**config.mk**
```make
export PLATFORM = sky130hd
export DESIGN_NAME = clkdiv50
export DESIGN_NICKNAME = d
export VERILOG_FILES = /design/src/rtl/clkdiv50_pkg.sv /design/src/rtl/clkdiv50_rst_sync.sv /design/src/rtl/clkdiv50_rise.sv /design/src/rtl/clkdiv50_fall.sv /design/src/rtl/clkdiv50.sv
export SDC_FILE = /design/constraint.sdc
export NUM_CORES = 1
export LEC_CHECK = 0
export BUFFER_PORTS_ARGS = -buffer_cell sky130_fd_sc_hd__buf_2
export CAP_MARGIN = 10
export CORE_MARGIN = 2
export CORE_UTILIZATION = 39
export DETAILED_ROUTE_END_ITERATION = 8
export PLACE_DENSITY = 0.54
export SLEW_MARGIN = 40
export SYNTH_ARGS = -nofsm -noshare
export SYNTH_HDL_FRONTEND = slang
export SYNTH_SLANG_ARGS = --single-unit
```
**constraint.sdc**
```tcl
create_clock -name clk_i -period 0.8 [get_ports clk_i]
set_input_delay 0.16 -clock clk_i [delete_from_list [all_inputs] [get_ports clk_i]]
set_output_delay 0.16 -clock clk_i [all_outputs]
set_load 0.05 [all_outputs]
```
**src/rtl/clkdiv50_pkg.sv**
```systemverilog
package clkdiv50_pkg;
  // width of the divide value and of the period counter
  localparam int unsigned DivW = 8;
  // number of flops in the reset release synchroniser
  localparam int unsigned RstStages = 2;
endpackage

```
**src/rtl/clkdiv50_rst_sync.sv**
```systemverilog
module clkdiv50_rst_sync #(
  parameter int unsigned STAGES = clkdiv50_pkg::RstStages
) (
  input  logic clk_i,
  input  logic rst_ni,
  output logic rst_no
);
  localparam int unsigned Top = STAGES - 1;

  logic [Top:0] sync_q;
  logic [Top:0] sync_d;

  // shift a one in from the bottom once reset is released
  always_comb begin
    sync_d = {sync_q[Top-1:0], 1'b1};
  end

  always_ff @(posedge clk_i or negedge rst_ni) begin
    if (!rst_ni) begin
      sync_q <= '0;
    end else begin
      sync_q <= sync_d;
    end
  end

  assign rst_no = sync_q[Top];
endmodule

```
**src/rtl/clkdiv50_rise.sv**
```systemverilog
module clkdiv50_rise #(
  parameter int unsigned W = clkdiv50_pkg::DivW
) (
  input  logic         clk_i,
  input  logic         rst_ni,
  input  logic [W-1:0] div_i,
  output logic         rise_o,
  output logic         odd_o,
  output logic         byp_o
);
  localparam logic [W-1:0] One = W'(1);

  logic [W-1:0] cnt_q, cnt_d;
  logic [W-1:0] n_q, n_d;
  logic         r_q, r_d;
  logic         byp_q, byp_d;
  logic         short_q, short_d;
  logic         wrap;
  logic         ld_en;

  // next-state logic
  always_comb begin
    short_q = (n_q[W-1:1] == '0);
    wrap    = short_q || (cnt_q == (n_q - One));
    ld_en   = wrap;
    cnt_d   = wrap ? '0 : (cnt_q + One);
    n_d     = ld_en ? div_i : n_q;
    short_d = (n_d[W-1:1] == '0);
    r_d     = !short_d && (cnt_d < (n_d >> 1));
    byp_d   = short_d;
  end

  // counter and waveform registers
  always_ff @(posedge clk_i or negedge rst_ni) begin
    if (!rst_ni) begin
      cnt_q <= '0;
      r_q   <= 1'b0;
      byp_q <= 1'b0;
    end else begin
      cnt_q <= cnt_d;
      r_q   <= r_d;
      byp_q <= byp_d;
    end
  end

  // captured divide value, loaded only at a period boundary
  always_ff @(posedge clk_i or negedge rst_ni) begin
    if (!rst_ni) begin
      n_q <= '0;
    end else if (ld_en) begin
      n_q <= n_d;
    end
  end

  assign rise_o = r_q;
  assign odd_o  = n_q[0];
  assign byp_o  = byp_q;

  // counter stays below the captured value
  a_r9_cnt_in_range: assert property (@(posedge clk_i) disable iff (!rst_ni)
    !short_q |-> (cnt_q < n_q));

  // captured value moves only on a wrap
  a_r6_hold_mid_period: assert property (@(posedge clk_i) disable iff (!rst_ni)
    !wrap |=> $stable(n_q));

  // waveform rises only at count zero
  a_r3_rise_at_zero: assert property (@(posedge clk_i) disable iff (!rst_ni)
    $rose(r_q) |-> (cnt_q == '0));

  // waveform falls at half the captured value
  a_r3_fall_at_half: assert property (@(posedge clk_i) disable iff (!rst_ni)
    $fell(r_q) |-> (cnt_q == (n_q >> 1)));
endmodule

```
**src/rtl/clkdiv50_fall.sv**
```systemverilog
module clkdiv50_fall (
  input  logic clk_i,
  input  logic rst_ni,
  input  logic rise_i,
  input  logic odd_i,
  output logic late_o
);
  logic late_q, late_d;

  // gate the copy with the captured odd flag
  always_comb begin
    late_d = rise_i & odd_i;
  end

  always_ff @(negedge clk_i or negedge rst_ni) begin
    if (!rst_ni) begin
      late_q <= 1'b0;
    end else begin
      late_q <= late_d;
    end
  end

  assign late_o = late_q;

  // the copy is high only if the base waveform was high half a period before
  a_r4_delayed_copy: assert property (@(negedge clk_i) disable iff (!rst_ni)
    late_q |-> $past(rise_i));

  // an even captured value keeps the copy low
  a_r5_even_quiet: assert property (@(negedge clk_i) disable iff (!rst_ni)
    !$past(odd_i) |-> !late_q);
endmodule

```
**src/rtl/clkdiv50.sv**
```systemverilog
module clkdiv50 #(
  parameter int unsigned W = clkdiv50_pkg::DivW
) (
  input  logic         clk_i,
  input  logic         rst_ni,
  input  logic [W-1:0] div_i,
  output logic         clk_o
);
  logic rst_sync_n;
  logic rise;
  logic odd;
  logic byp;
  logic late;

  clkdiv50_rst_sync #(
    .STAGES (clkdiv50_pkg::RstStages)
  ) i_rst_sync (
    .clk_i  (clk_i),
    .rst_ni (rst_ni),
    .rst_no (rst_sync_n)
  );

  clkdiv50_rise #(
    .W (W)
  ) i_rise (
    .clk_i  (clk_i),
    .rst_ni (rst_sync_n),
    .div_i  (div_i),
    .rise_o (rise),
    .odd_o  (odd),
    .byp_o  (byp)
  );

  clkdiv50_fall i_fall (
    .clk_i  (clk_i),
    .rst_ni (rst_sync_n),
    .rise_i (rise),
    .odd_i  (odd),
    .late_o (late)
  );

  // combine both edge paths, or pass the clock through in bypass
  always_comb begin
    clk_o = byp ? clk_i : (rise | late);
  end

  // bypass flag never coexists with an active divided waveform
  a_r7_bypass_exclusive: assert property (@(posedge clk_i) disable iff (!rst_sync_n)
    byp |-> !rise);
endmodule

```
---- Yosys cells after proc, flatten, opt, wreduce, memory -nomap -nowiden ----
Index checks and enable logic that the tools add are counted.
cells by class
  $add $sub $neg .......................... 2
  $lt $le $gt $ge ......................... 1
  eq/ne operators ......................... 1
  muxes and demuxes ....................... 3
  bitwise gates (word level) .............. 2
  reduce and logical (&&, ||, !) cells .... 5
operator list
  operator                                                            count
  8-bit two-way mux                                                   2
  7-bit logical NOT                                                   2
  8-bit by 1-bit adder with 8-bit output, second input constant       1
  8-bit equality test                                                 1
  8-bit by 7-bit less-than comparator with 1-bit output               1
  8-bit by 1-bit subtractor with 8-bit output, second input constant  1
  1-bit AND                                                           1
  1-bit logical AND                                                   1
  1-bit logical NOT                                                   1
  1-bit logical OR                                                    1
  1-bit two-way mux                                                   1
  1-bit OR                                                            1
word-level totals
  register bits ........................... 21
  input bits .............................. 10
  output and inout bits ................... 1

---- Logic depth before layout (Yosys ltp) ----
  depth after elaboration ................. 7
  gate-level depth with buffers ........... 16
  depth with buffers taken out ............ 14

---- Modules after synthesis ----
From an unflattened synthesis, not the netlist that was laid out.
unflattened totals
  cells, all modules ...................... 119
  area, all modules ....................... 1211.2 sq um
by module, submodules not included
  module             times used  cells each  area each (sq um)
  clkdiv50_rise      1           111         1113.6
  clkdiv50_rst_sync  1           3           53.8
  clkdiv50_fall      1           2           31.3
  clkdiv50           1           3           12.5

==> impl_metrics.csv <==
group,metric,value,unit
status,status,"complete, but fails checks",
status,violations,"negative setup slack",
route,ant_nets,0,
power,power_density,4460,nW/um2
hold_path,hp-class,"in2async",
placed_design,numPlacedInstances,224,
synthesis,syn_area_per_cell,10.8,um2
global_route,grt_pass1_wl,6380,um
critical_path,max_stage_delay,570,ps
synthesis,yosys_warnings,0,
global_route,grt_overflow,0,
sta,fin_crit,3060,ps
clock_network,cts_tree,"yes",
critical_path,end_kind,"flop",
floorplan,die_w,62.1,um
critical_path,critical_path_arrival,3380,ps
critical_path,startpoint_type,"flop",
sta,hold_ws,44.7,ps
placed_design,port_buffers,10,
placed_design,placedInstanceArea,1800,um2
floorplan,ios,11,
final_layout,antenna_cells,0,
floorplan,core_region_area,3280,um2
synthesis,yosysSeqAreaShare,0.399,
final_layout,instances_no_fill,250,
synthesis,netlist_instances,122,
power,irDropWorstVdd,2.37,mV
synthesis,syn_area,1320,um2
global_route,antenna_found_initial,0,
route,vias,1254,
sta,rsz0062_at_grt,"true",
synthesis,synth_nets,140,
critical_path,slowest_stage,"or4_4",
power,power,9850,uW
global_route,groute.usage.overall,0.218,
sta,slew_viol_final,0,
sta,setup_slack,-2260,ps
route,routed_via_density,5.02,
route,avgRoutedWirePerCell,16.1,um
sta,finClkSkew,6.33,ps
route,drt-total-wl,4040,um
final_layout,utilization,0.672,
synthesis,synth-edff-count,0,
global_route,grt_pass1_vias,1368,
critical_path,crit_type,"reg2reg",
job,cap_violations,0,
critical_path,crit_buf_inv,3,
synthesis,ys_types,38,
floorplan,die_area,3860,um2
route,drt_iter0_drc,27,
placed_design,hpwl,2830,um
sta,hold_viol_final,0,
final_layout,fin_area,2210,um2
floorplan,fp-row-count,21,
critical_path,critical_path.top_delay_family,"simple AND/OR/NAND/NOR gates",
route,dr.pass1.iters,4,
power,leakage,0.00102,uW
final_layout,nets,223,
placed_design,gp_congestion,0.850,
floorplan,die_h,62.1,um
clock_network,clock_latency,410,ps
clock_network,clk_pin_slew,130,ps
global_route,grt_max_degree,13,
final_layout,layout_commonest_cell,"buf_4",
final_layout,syn_to_final_growth,67.5,%
critical_path,worstPathRequired,1120,ps
floorplan,start_util,0.401,
synthesis,yosys_most_used_dff,"dfrtp_1",
critical_path,critical_path_peak_fanout,7,
sta,finalSetupViolCount,23,
synthesis,synth-seq-cells,21,
critical_path,path_cells,"or4_4 > nor2_1 > xnor2_1 > nand4_4 > nand2_4 > buf_6 > mux2i_2 > ha_1 > o2111ai_4 > buf_4 > buf_4 > nor2_1 > a311oi_1",
route,remaining_drc_errors,0,
final_layout,post_route_cells_drive_above_1_share,0.608,
final_layout,mostFrequentLayoutCells,"51 x buf_4, 18 x dfrtp_1, 16 x buf_6",
sta,max_freq,327,MHz
synthesis,synth-async-reset-ratio,1.00,
sta,fin_crit_sh,3.83,
-- final timing paths --
kind	from	to	slack (ps)	cells after the start
worst max register to register	i_rise.n_q[5]$_DFFE_PN0N_	i_rise.rise_o$_DFF_PN0_	-2260	13
worst max-delay path	i_rise.n_q[5]$_DFFE_PN0N_	i_rise.rise_o$_DFF_PN0_	-2260	13
worst min register to register	i_rst_sync.sync_q[1]$_DFF_PN0_	i_rise.cnt_q[5]$_DFF_PN0_	220	1
worst min-delay path	rst_ni	i_rst_sync.sync_q[1]$_DFF_PN0_	40	2
min in group clk_i	div_i[4]	i_rise.n_q[4]$_DFFE_PN0N_	80	3
max in group asynchronous	i_rst_sync.sync_q[1]$_DFF_PN0_	i_fall.late_o$_DFF_NN0_	320	0
-- layout make-up --
| class | count | area (um2) |
|---|---|---|
| tap | 46 | 57.6 |
| sequential | 21 | 528 |
| timing repair buffer | 77 | 617 |
| clock buffer | 7 | 56.3 |
| fill | 261 | 1080 |
| clock inverter | 1 | 5.00 |
| multi-input combinational | 94 | 928 |
| inverter | 4 | 15.0 |
-- sequential cells by signal, summed over array words and instances, names as in the netlist --
name / flops
i_rst_sync.sync_q: 2
i_rise.cnt_q: 8
i_rise.rise_o: 1
i_fall.late_o: 1
i_rise.byp_o: 1
i_rise.n_q: 8
-- synth_stat cells, types with 2 or more instances --
master / instances / share of area
dfrtp_1: 20 / 0.38
ha_1: 8 / 0.076
and3_1: 3 / 0.014
nor2_1: 13 / 0.037
a21oi_1: 2 / 0.0076
nand3_1: 4 / 0.015
buf_6: 3 / 0.026
mux2i_1: 3 / 0.023
a31oi_1: 2 / 0.0095
xnor2_1: 10 / 0.066
xor2_1: 7 / 0.047
a22o_1: 3 / 0.020
mux2_4: 3 / 0.034
nor3_1: 3 / 0.011
a22oi_2: 3 / 0.028
nand2_1: 6 / 0.017
inv_1: 4 / 0.011
o21ai_0: 4 / 0.015
a211oi_1: 2 / 0.011
-- cells by family (layout without fill, tap and decap cells) --
group,Yosys count,count (layout),share of synthesized area
simple gates,41,41,0.190
flops,21,21,0.399
compound gates,20,20,0.117
xor+xnor,17,17,0.113
fa+ha+maj,8,8,0.0760
mux,7,7,0.0655
buf+inv,7,89,0.0370
other cells,1,1,0.00285
-- layer usage --
| layer | vias to the layer above | GRT usage | share of wire | wire, um |
|---|---|---|---|---|
| met5 | - | 0 | 0 | 0 |
| met4 | 0 | 0.0833 | 0.020 | 82 |
| met3 | 8 | 0.0543 | 0.025 | 99 |
| met2 | 21 | 0.385 | 0.54 | 2170 |
| met1 | 624 | 0.255 | 0.42 | 1690 |
| li1 | 601 | - | - | - |
-- where the power goes --
| part | internal [uW] | total, uW | leakage [uW] | switching (uW) |
|---|---|---|---|---|
| sequential | 1520 | 1950 | 0.000248 | 423 |
| combinational | 3850 | 7050 | 0.000732 | 3200 |
| clock | 397 | 849 | 0.0000412 | 452 |
-- through the flow --
step	setup TNS [ps]	setup slack, ps
floorplan	-24400	-2280
global placement	-24070	-2190
detailed placement	-25870	-2370
CTS	-26530	-2280
global route	-28260	-2370
finish	-26900	-2260
-- timing repair --
| action | in CTS | in global routing |
|---|---|---|
| setup buffers | 12 | 8 |
| pin swaps | 14 | 15 |
| setup endpoints to repair | 23 | 23 |
| resized for setup | 26 | 23 |
| endpoints found under the hold margin | 3 | 0 |
| hold buffers | 2 | 0 |
(Power assumes the default switching activity.)
